==> src/rtl/be_dm_pkg.sv <==
package be_dm_pkg;

    parameter int unsigned LCL_W  = 32;
    parameter int unsigned MEM_W  = 16;
    parameter int unsigned BYTE_W = 8;

    localparam int unsigned RATIO     = LCL_W / MEM_W;
    localparam int unsigned LCL_BYTES = LCL_W / BYTE_W;
    localparam int unsigned MEM_BYTES = MEM_W / BYTE_W;
    localparam int unsigned PHASE_W   = (RATIO > 1) ? $clog2(RATIO) : 1;

    typedef struct packed {
        logic [LCL_W-1:0]     data;
        logic [LCL_BYTES-1:0] be;
    } lcl_beat_t;

    typedef struct packed {
        logic [MEM_W-1:0]     dq;
        logic [MEM_BYTES-1:0] dm;
    } mem_beat_t;

    function automatic int unsigned rank_sel_bits(input int unsigned ranks);
        return (ranks > 1) ? $clog2(ranks) : 0;
    endfunction

    function automatic int unsigned local_addr_bits(input int unsigned bank_w,
                                                    input int unsigned row_w,
                                                    input int unsigned col_w,
                                                    input int unsigned ranks);
        return bank_w + row_w + col_w - 3 + rank_sel_bits(ranks);
    endfunction

endpackage

==> src/rtl/be_dm_lane_map.sv <==
module be_dm_lane_map
    import be_dm_pkg::*;
(
    input  logic [MEM_W-1:0]     lane_data,
    input  logic [MEM_BYTES-1:0] lane_be,
    output mem_beat_t            beat
);
    genvar g;
    generate
        for (g = 0; g < MEM_BYTES; g++) begin : g_lane
            assign beat.dq[g*BYTE_W +: BYTE_W] = lane_data[g*BYTE_W +: BYTE_W];
            assign beat.dm[g]                  = ~lane_be[g];
        end
    endgenerate
endmodule

==> src/rtl/be_dm_serializer.sv <==
module be_dm_serializer
    import be_dm_pkg::*;
#(
    parameter int unsigned AW = 22
) (
    input  logic                 clk,
    input  logic                 rst,
    input  logic                 in_valid,
    output logic                 in_ready,
    input  lcl_beat_t            in_word,
    input  logic [AW-1:0]        in_addr,
    output logic                 sel_valid,
    output logic                 sel_first,
    output logic [MEM_W-1:0]     sel_data,
    output logic [MEM_BYTES-1:0] sel_be,
    output logic [AW-1:0]        sel_addr
);
    localparam logic [PHASE_W-1:0] LAST_PHASE = PHASE_W'(RATIO - 1);

    lcl_beat_t          word_q;
    logic [AW-1:0]      addr_q;
    logic [PHASE_W-1:0] phase_q;
    logic               valid_q;
    logic               last;
    logic               accept;

    logic [MEM_W-1:0]     dslice [RATIO];
    logic [MEM_BYTES-1:0] bslice [RATIO];

    genvar g;
    generate
        for (g = 0; g < RATIO; g++) begin : g_slice
            assign dslice[g] = word_q.data[g*MEM_W +: MEM_W];
            assign bslice[g] = word_q.be[g*MEM_BYTES +: MEM_BYTES];
        end
    endgenerate

    assign last     = (phase_q == LAST_PHASE);
    assign in_ready = !valid_q || last;
    assign accept   = in_valid && in_ready;

    always_ff @(posedge clk) begin
        if (rst) begin
            word_q  <= '0;
            addr_q  <= '0;
            phase_q <= '0;
            valid_q <= 1'b0;
        end else if (accept) begin
            word_q  <= in_word;
            addr_q  <= in_addr;
            phase_q <= '0;
            valid_q <= 1'b1;
        end else if (valid_q) begin
            if (last) begin
                valid_q <= 1'b0;
                phase_q <= '0;
            end else begin
                phase_q <= phase_q + 1'b1;
            end
        end
    end

    assign sel_valid = valid_q;
    assign sel_first = valid_q && (phase_q == '0);
    assign sel_data  = dslice[phase_q];
    assign sel_be    = bslice[phase_q];
    assign sel_addr  = addr_q;

    // an accepted word starts at phase zero in the next cycle
    p_start_after_accept_r2: assert property (@(posedge clk) disable iff (rst)
        accept |=> (valid_q && phase_q == '0));

    // the held word stays put until its last beat has gone out
    p_word_held_r4: assert property (@(posedge clk) disable iff (rst)
        (valid_q && !last) |=> (valid_q && $stable(word_q)));
endmodule

==> src/rtl/be_dm_converter.sv <==
module be_dm_converter
    import be_dm_pkg::*;
#(
    parameter int unsigned BANK_W = 2,
    parameter int unsigned ROW_W  = 13,
    parameter int unsigned COL_W  = 10,
    parameter int unsigned RANKS  = 1,
    localparam int unsigned LADDR_W = local_addr_bits(BANK_W, ROW_W, COL_W, RANKS)
) (
    input  logic                 clk,
    input  logic                 rst,
    input  logic                 in_valid,
    output logic                 in_ready,
    input  logic [LCL_W-1:0]     in_data,
    input  logic [LCL_BYTES-1:0] in_be,
    input  logic [LADDR_W-1:0]   in_addr,
    output logic                 out_valid,
    output logic                 out_first,
    output logic [MEM_W-1:0]     out_dq,
    output logic [MEM_BYTES-1:0] out_dm,
    output logic [LADDR_W-1:0]   out_addr
);
    lcl_beat_t            in_word;
    logic [MEM_W-1:0]     sel_data;
    logic [MEM_BYTES-1:0] sel_be;
    mem_beat_t            mbeat;

    assign in_word.data = in_data;
    assign in_word.be   = in_be;

    be_dm_serializer #(.AW(LADDR_W)) ser_i (
        .clk      (clk),
        .rst      (rst),
        .in_valid (in_valid),
        .in_ready (in_ready),
        .in_word  (in_word),
        .in_addr  (in_addr),
        .sel_valid(out_valid),
        .sel_first(out_first),
        .sel_data (sel_data),
        .sel_be   (sel_be),
        .sel_addr (out_addr)
    );

    be_dm_lane_map map_i (
        .lane_data(sel_data),
        .lane_be  (sel_be),
        .beat     (mbeat)
    );

    assign out_dq = mbeat.dq;
    assign out_dm = mbeat.dm;

    // the first beat carries the lower half of the word taken one cycle earlier
    p_lower_half_first_r3: assert property (@(posedge clk) disable iff (rst)
        out_first |-> (out_dq == $past(in_data[MEM_W-1:0])));

    // the first beat's mask is the inverse of the lower enables
    p_mask_inverted_r5: assert property (@(posedge clk) disable iff (rst)
        out_first |-> (out_dm == ~$past(in_be[MEM_BYTES-1:0])));

    // no new word is taken while a first beat is on the output
    p_ready_low_mid_r6: assert property (@(posedge clk) disable iff (rst)
        (out_valid && out_first) |-> !in_ready);

    // the address stays the same across the beats of one word
    p_addr_hold_r8: assert property (@(posedge clk) disable iff (rst)
        (out_valid && !out_first) |-> (out_addr == $past(out_addr)));
endmodule

==> config.mk <==
export PLATFORM = sky130hd
export DESIGN_NAME = be_dm_converter
export DESIGN_NICKNAME = d
export VERILOG_FILES = /design/src/rtl/be_dm_pkg.sv /design/src/rtl/be_dm_lane_map.sv /design/src/rtl/be_dm_serializer.sv /design/src/rtl/be_dm_converter.sv
export SDC_FILE = /design/constraint.sdc
export NUM_CORES = 1
export LEC_CHECK = 0
export BUFFER_PORTS_ARGS = -buffer_cell sky130_fd_sc_hd__buf_2
export CAP_MARGIN = 10
export CORE_MARGIN = 2
export CORE_UTILIZATION = 51
export CTS_CLUSTER_DIAMETER = 200
export DETAILED_ROUTE_END_ITERATION = 7
export HOLD_SLACK_MARGIN = 0.05
export PLACE_DENSITY = 0.78
export SETUP_SLACK_MARGIN = 0.02
export SYNTH_ARGS = -nofsm -noshare
export SYNTH_HDL_FRONTEND = slang
export SYNTH_HIERARCHICAL = 1
export SYNTH_SLANG_ARGS = --single-unit
==> constraint.sdc <==
create_clock -name clk -period 1.57 [get_ports clk]
set_clock_uncertainty 0.15 [all_clocks]
set_input_delay 0.0785 -clock clk [delete_from_list [all_inputs] [get_ports clk]]
set_output_delay 0.0785 -clock clk [all_outputs]
set_load 0.01 [all_outputs]
Word-level counts from Yosys, hierarchy flattened
Index checks and enable logic that the tools add are counted.
{ "word_totals": {"word_cells": 26, "mem_bits_ro": 0, "ram_bits": 0, "latch_bits": 0, "out_inout_bits": 43, "ff_bits": 60, "mem_count": 0} }
{ "op_classes": {"div": 0, "muxes": 10, "n_addsub": 1, "eq_ne": 0, "order_cmp": 1, "n_shift": 0, "n_mul": 0, "n_reduce_logical": 5, "bitwise_logic": 4} }
{ "ops": {"columns": ["op", "count"], "rows": [
  ["2-to-1 mux 16 bit", 3],
  ["2-to-1 mux 2 bit", 3],
  ["2-to-1 mux 1 bit", 4],
  ["inverter 1 bit", 3],
  [">= comparator 2 bit (second input constant)", 1],
  ["logical AND 1 bit", 2],
  ["inverter 1 -> 2 bit", 1],
  ["OR reduction 2 bit", 1],
  ["adder 1 bit (second input constant)", 1],
  ["logical NOT 1 bit", 1],
  ["logical OR 1 bit", 1]
]} }

Depth between registers and ports, before layout
Gate-level depths: netlist of the first run.
{ "logic_depth": {"ltp_word": 5, "ltp_mapped": 6, "mapped_depth_nobuf": 4} }

By module
Netlist of the first run, hierarchy kept.
{ "by_module_without_submodules": {"columns": ["mod", "area_per_inst_um2", "cells_per_inst", "n_inst"], "rows": [
  ["be_dm_serializer", 3089.2, 294, 1],
  ["be_dm_lane_map", 127.6, 18, 1]
]} }

Least setup slack after synthesis of the first run
OpenSTA, ideal clock, no wires.
{ "synth_path": {"kind": "reg2out", "start": "register ser_i.phase_q, in the netlist ser_i/last", "end": "output out_dq[0]", "slack_ps": 219, "path_stages_with_launch": 5, "t_arrival_ps": 1123, "path_cell_list": "dfxtp_1 > buf_2 > buf_6 > mux2_1 > buf_4"} }
{ "synth_between": {"elab_chain_cells": 4} }
{ "synth_rtl": {"columns": ["item", "line_no", "source"], "rows": [
  ["start: declaration", "be_dm_serializer.sv:22", "logic [PHASE_W-1:0] phase_q;"],
  ["start signal: assignment", "be_dm_serializer.sv:58", "phase_q <= phase_q + 1'b1;"],
  ["inverter 1 -> 2 bit (implied by the code)", "be_dm_serializer.sv:65", "assign sel_data = dslice[phase_q];"],
  ["2-to-1 mux 16 bit (implied by the code) (3 in a row)", "be_dm_serializer.sv:65", null],
  ["end: declaration", "be_dm_converter.sv:19", "output logic [MEM_W-1:0] out_dq,"]
]} }
No other way between the ends. The select of a mux whose other input is x is not followed.

Worst setup path after layout of the first run
{ "layout_path": {"start": "register ser_i.phase_q, in the netlist ser_i/last", "end": "output out_dq[15]"} }
The elaborated chain is that of the path after synthesis.

==> results of run 1 <==
-- area by class of cell --
| type | instances | area (um2) | area share [%] |
|---|---|---|---|
| multi-input combinational | 197 | 1600 | 34.6 |
| timing repair buffer | 180 | 1450 | 31.3 |
| sequential | 60 | 1200 | 26.0 |
| clock buffer | 12 | 145 | 3.13 |
| tap | 75 | 93.8 | 2.03 |
| clock inverter | 4 | 72.6 | 1.57 |
| inverter | 4 | 43.8 | 0.946 |
| timing repair inverter | 2 | 22.5 | 0.486 |
-- per-stage QoR --
step	hold slack, ns	area, um2	util (%)
3_5_place_dp	0.193	3520	58.3
4_1_cts	0.107	4420	73.3
5_1_grt	0.124	4630	76.8
6_report	0.117	4630	76.8
2_1_floorplan	0.0848	3220	-
3_3_place_gp	0.191	3520	58.3
-- state kept, by name (all words and copies together), names as in the netlist --
register and flops:
ser_i/sel_valid 1, ser_i/last 1, ser_i/bslice 4, ser_i/dslice 32, ser_i/sel_addr 22
-- cells in the final DEF, fill, tap and decap left out, drive strengths merged --
cell,n
buf,121
dfxtp,60
a21oi,60
dlygate4sd3,59
nand3,58
o21ai,58
mux2,18
clkbuf,12
inv,5
bufinv,2
nor2,2
clkinv,2
clkinvlp,1
nand2b,1
-- kinds of logic after synthesis --
group	Yosys count	synth area share, %
AOI/OAI and AO/OA	118	31.9
buffers and inverters	55	14.8
DFF	60	37.3
muxes	18	6.30
and+or+nand+nor	61	9.68
-- tightest hold or removal path, stage by stage --
cell,delay [ns]
buf_2,0.14
inv_4,0.12
o21ai_2,0.17
a21oi_2,0.05
-- power by group through the flow --
stage	Combinational [mW]	Sequential [mW]	Clock [mW]
6_report	0.955	1.69	1.54
5_1_grt	1.02	1.70	1.63
4_1_cts	0.846	1.68	1.57
3_5_place_dp	0.688	1.71	0
3_3_place_gp	0.683	1.71	0
2_1_floorplan	0.560	1.72	0
-- timing repair --
| item | CTS | global route |
|---|---|---|
| endpoints found under the setup margin | 20 | 51 |
| hold endpoints to repair | 59 | 0 |
| hold buffers | 59 | 0 |
| cloned | 2 | 1 |
| setup buffers | 5 | 1 |
| resized for setup | 8 | 42 |
-- per-layer routing --
layer / vias up / wire length (um) / GRT usage, %
met4: 0 / 133 / 10.3
met1: 1365 / 3700 / 30.8
met3: 14 / 503 / 5.27
met2: 117 / 4580 / 41.7
li1: 1390 / - / -
met5: - / 0 / 0
-- how the worst max path moves through the flow --
stage / cells after the start / slack, ns / startpoint / to
floorplan: 4 / 0.22 / ser_i/last / out_dq[0]
global placement: 4 / 0.22 / ser_i/last / ser_i/sel_addr[8]
detailed placement: 4 / 0.17 / ser_i/last / ser_i/sel_addr[3]
CTS: 4 / -0.02 / ser_i/last / out_dm[0]
global route: 3 / -0.04 / ser_i/last / out_dq[15]
finish: 3 / 0.003 / ser_i/last / out_dq[15]
==> metrics, run 1 <==
most frequent cell after synthesis=dfxtp_1; worst hold start=in_valid; Slew @ Worst Pin=0.395 ns; share of the synthesized area in the top cell type=around 37%; Worst Hold Class=input pin to flop; routed len/inst=between 15 and 20 um; Final period util=99.8%; Yosys reg bits=60; Final min period=between 1.5 and 2 ns; Power, Total=about 4.2 mW; crit path cell chain=buf_8 > mux2_1 > buf_2; status=finished clean; unrepaired setup endpoints after global routing=yes; setup_tns=0 ns; Comb power frac=about 23%; Sequential Power Share=around 40%; FF-to-FF Start=ser_i/last; core box area=roughly 0.0060 mm2; DRC viols=0; Worst R2R End=ser_i/dslice[10]; Synth Cell Area=between 0.003 and 0.004 mm2; CTS Buf Count=9; Area contributors post-synth=dfxtp_1, a21oi_2, o21ai_2; Layout fillers=roughly 400; library cells used by synthesis=18; r2r worst-path depth=6; Worst setup EP type=primary output; worst-path fanout max=6; Switch Pwr=about 1.2 mW; clock share of power=36.9%; initial antenna violation count=0; Hold Vio Cnt, Final=0; Final Slew Violations=0; remaining antenna violation count=0; CTS Buffer Depth=2; FFs w/ async S/R, synth=0%; r2r setup slk=about 0.05 ns; Pleak=roughly 1.8 nW; Critical Path AT=between 1 and 1.5 ns; number of synthesized flops with an enable pin=0; worst skew pair latency=around 0.32 ns; PD cells=approximately 900 mW/mm2; Synth area leader=dfxtp_1; Clock Sinks=60; slowest cell delay on critical path=~0.39 ns; Final Non-Filler Cells=534; DRT Pass-1 Iters=4; largest net degree at the start of global routing=60; delay-heaviest family, CP=flip-flops; switching share of power=approximately 28%; net count after synthesis=~370; Die H=83.4 um; Final nets=slightly above 500; GRT Util Overall=24.8%; Synth top cells by count=dfxtp_1, a21oi_2, nand3_1, o21ai_2, buf_4; Seq/Total Area, Yosys=a little under two fifths; GRT overflow=0; Pint=3.03 mW; Worst-path clk slew=around 0.07 ns; Core Rows=28; worst hold stages=4; vias=~2900; Place WS=0.170 ns; ys flop type=dfxtp_1; crit path kind=flop to primary output; H-tree depth reported by CTS=3; Worst EP required=about 1.3 ns; hold worst-path end=ser_i/sel_addr[15]; GPL Wtd Cong=~0.74; Rel. slew slack=73.7%; CTS Root Cell=clkbuf_8; n_diodes=0; VDD IR max=0.652 mV; I/O Buffers=103; first-pass GRT wire length=around 14000 um; vias per cell=approximately 5.4; Final WS setup=a little under 0.003 ns; final setup fails=0; syn_area_per_cell=a little over 10 um2; CTS tree=yes; share of cells above drive strength 1=between 50% and 60%; DRT Wirelength=~8900 um; max-cap violation count=0; Ports=about 100; Area Growth Syn to Fin=44.0%; die width=roughly 83 um; vias in the first global route=between 2000 and 3000; Cell Count Post-Placement=450; Slowest cell on crit path=dfxtp_4; Synth warnings=6; Worst setup SP type=flop; f_max=approximately 0.64 GHz; Initial Util=a little over half; CP Buf/Inv Count=2; die area=about 0.0070 mm2; hpwl dp=~4500 um; Cells after Synth=about 310; initial DRC count=roughly 140
Power figures use the tool's default switching activity.
==> run 2, diff against run 1 <==
--- a/constraint.sdc
+++ b/constraint.sdc
@@ -3,3 +3,3 @@
 set_input_delay 0.0785 -clock clk [delete_from_list [all_inputs] [get_ports clk]]
 set_output_delay 0.0785 -clock clk [all_outputs]
-set_load 0.01 [all_outputs]
+set_load 0.05 [all_outputs]
==> metrics, run 2 (same netlist as run 1, synthesis figures left out) <==
failing checks=negative setup slack; initial antenna violation count=0 (unchanged); initial DRC count=111 (-18%); n_diodes=0 (unchanged); Layout fillers=405 (+1.5%); Worst setup SP type=flop; Placed Instance Area=0.00356 mm2 (+1.3%); most common cell after layout, fill and taps aside=buf_2; DRC viols=0 (unchanged); Slew @ Worst Pin=0.374 ns (-0.0206 ns); Rel. slew slack=75.0% (+1.4 points); Worst Hold Class=input pin to flop; Final min period=1.61 ns (+0.0472 ns); Worst setup EP type=primary output; Critical Path AT=1.39 ns (+0.05 ns); remaining antenna violation count=0 (unchanged); VDD IR max=0.755 mV (+16%); worst-path fanout max=10 (+4); max reg flops=32 (unchanged); max-cap violation count=0 (unchanged); Area Growth Syn to Fin=43.2%; I/O Buffers=103 (unchanged); Final Non-Filler Cells=532 (-0.37%); Initial Util=53.4% (unchanged); routed len/inst=16.2 um (-3.1%); core box area=0.00603 mm2 (unchanged); most frequent cells in the layout=buf_2, dlygate4sd3_1; first-pass GRT wire length=13900 um (-1.1%); H-tree depth reported by CTS=3 (unchanged); Final Slew Violations=0 (unchanged); crit path kind=flop to primary output; FF+latch area=0.00121 mm2 (+0.10%); die area=0.00696 mm2 (unchanged); r2r setup slk=0.15 ns (+0.10 ns); setup_tns=-0.341 ns (-0.341 ns); Hold Vio Cnt, Final=0 (unchanged); postcts setup bufs=0 (-5); CTS Buffer Depth=2 (unchanged); DRT Wirelength=8610 um (-3.5%); Die H=83.4 um (unchanged); crit path cell chain=buf_8 > mux2_1 > buf_6; Slowest cell on crit path=dfxtp_4; Cell Count Post-Placement=456 (+1.3%); GRT overflow=0 (unchanged); Final period util=103% (+3.0 points); worst hold stages=4 (unchanged); FF-to-FF Start=ser_i/last; Ports=104 (unchanged); Final nets=513 (-0.39%); final setup fails=12 (+12); Final WS setup=-0.0443 ns (-0.0472 ns); CTS tree=yes; status=finished, violations left; die width=83.4 um (unchanged); Pleak=1.84 nW (-0.14%); share of cells above drive strength 1=58.9% (-1.1 points); CTS Root Cell=clkbuf_8; vias=2831 (-1.9%); worst skew pair latency=0.34 ns (+0.02 ns); vias in the first global route=2916 (-0.34%); Worst-path clk slew=0.07 ns (about the same); multi-input logic area=0.00157 mm2 (-1.6%); DRT Pass-1 Iters=4 (unchanged); largest net degree at the start of global routing=35 (-42%); Clock Sinks=60 (unchanged); unrepaired setup endpoints after global routing=yes; hpwl dp=4660 um (+3.9%); GRT Util Overall=24.5% (-0.23 points); PD cells=950 mW/mm2 (+5.2%); GPL Wtd Cong=0.765 (+4.0%); CTS Buf Count=9 (unchanged); Worst EP required=1.34 ns (about the same); Core Rows=28 (unchanged); worst hold start=in_valid; r2r worst-path depth=5 (-1); slowest cell delay on critical path=0.38 ns (about the same); Worst R2R End=ser_i/dslice[8]; Fin Hold WS=0.113 ns (-0.00361 ns); hold worst-path end=ser_i/sel_valid; f_max=0.619 GHz (-2.9%); design area=0.00461 mm2 (-0.51%); vias per cell=5.32 (-1.5%); Place WS=0.146 ns (-0.0234 ns)
-- run 2: changes by cell type in the layout (fill, tap and decap cells not counted), sizes merged --
| cell | change |
|---|---|
| inv | -1 |
| clkinv | +1 |
| clkinvlp | -1 |
| buf | -1 |
-- run 2: stage by stage --
step           util (%)  power [mW]
2_1_floorplan         -        2.51
3_3_place_gp       59.1        2.64
3_5_place_dp       59.1        2.65
4_1_cts            75.2        4.36
5_1_grt            76.5        4.55
6_report           76.5        4.38
-- run 2: worst max-delay path by stage --
| stage | from | end | slack, ns | cells after the start |
|---|---|---|---|---|
| global placement | ser_i/last | in_ready | 0.17 | 3 |
| finish | ser_i/last | out_dq[12] | -0.04 | 3 |
| floorplan | ser_i/last | out_dm[0] | 0.04 | 4 |
| CTS | ser_i/last | out_dq[12] | -0.05 | 3 |
| detailed placement | ser_i/last | in_ready | 0.15 | 3 |
| global route | ser_i/last | out_dq[8] | -0.08 | 3 |
-- run 2: report_power, final --
part / total [mW] / switching [mW] / internal, mW
logic: 1.17 / 0.690 / 0.482
clock network: 1.52 / 0.593 / 0.929
registers: 1.68 / 0.0657 / 1.62
-- run 2: repair_timing --
action	in CTS	in global routing
endpoints found under the hold margin	60	0
resized for setup	53	17
cloned	0	1
hold buffers	59	0
endpoints found under the setup margin	20	19
pin swaps	0	0
-- run 2: area by class of cell --
| cell class | count | area share, % |
|---|---|---|
| timing repair buffer | 180 | 32.2 |
| tap | 75 | 2.04 |
| inverter | 4 | 0.733 |
| clock buffer | 11 | 3.07 |
| multi-input combinational | 197 | 34.2 |
| clock inverter | 5 | 1.63 |
| sequential | 60 | 26.2 |
-- run 2: critical path: cells and delay by family, from the launching register on --
kind                   cells  cell delay [ns]
buffers and inverters      2             0.31
DFF                        1             0.38
muxes                      1             0.36
-- run 2: metal layers --
layer | track usage [%] | vias to the layer above | wire length (um)
met2 | 42.6 | 75 | 4410
met3 | 7.36 | 12 | 402
met5 | 0 | - | 0
met4 | 9.09 | 0 | 116
li1 | - | 1383 | -
met1 | 28.5 | 1361 | 3670
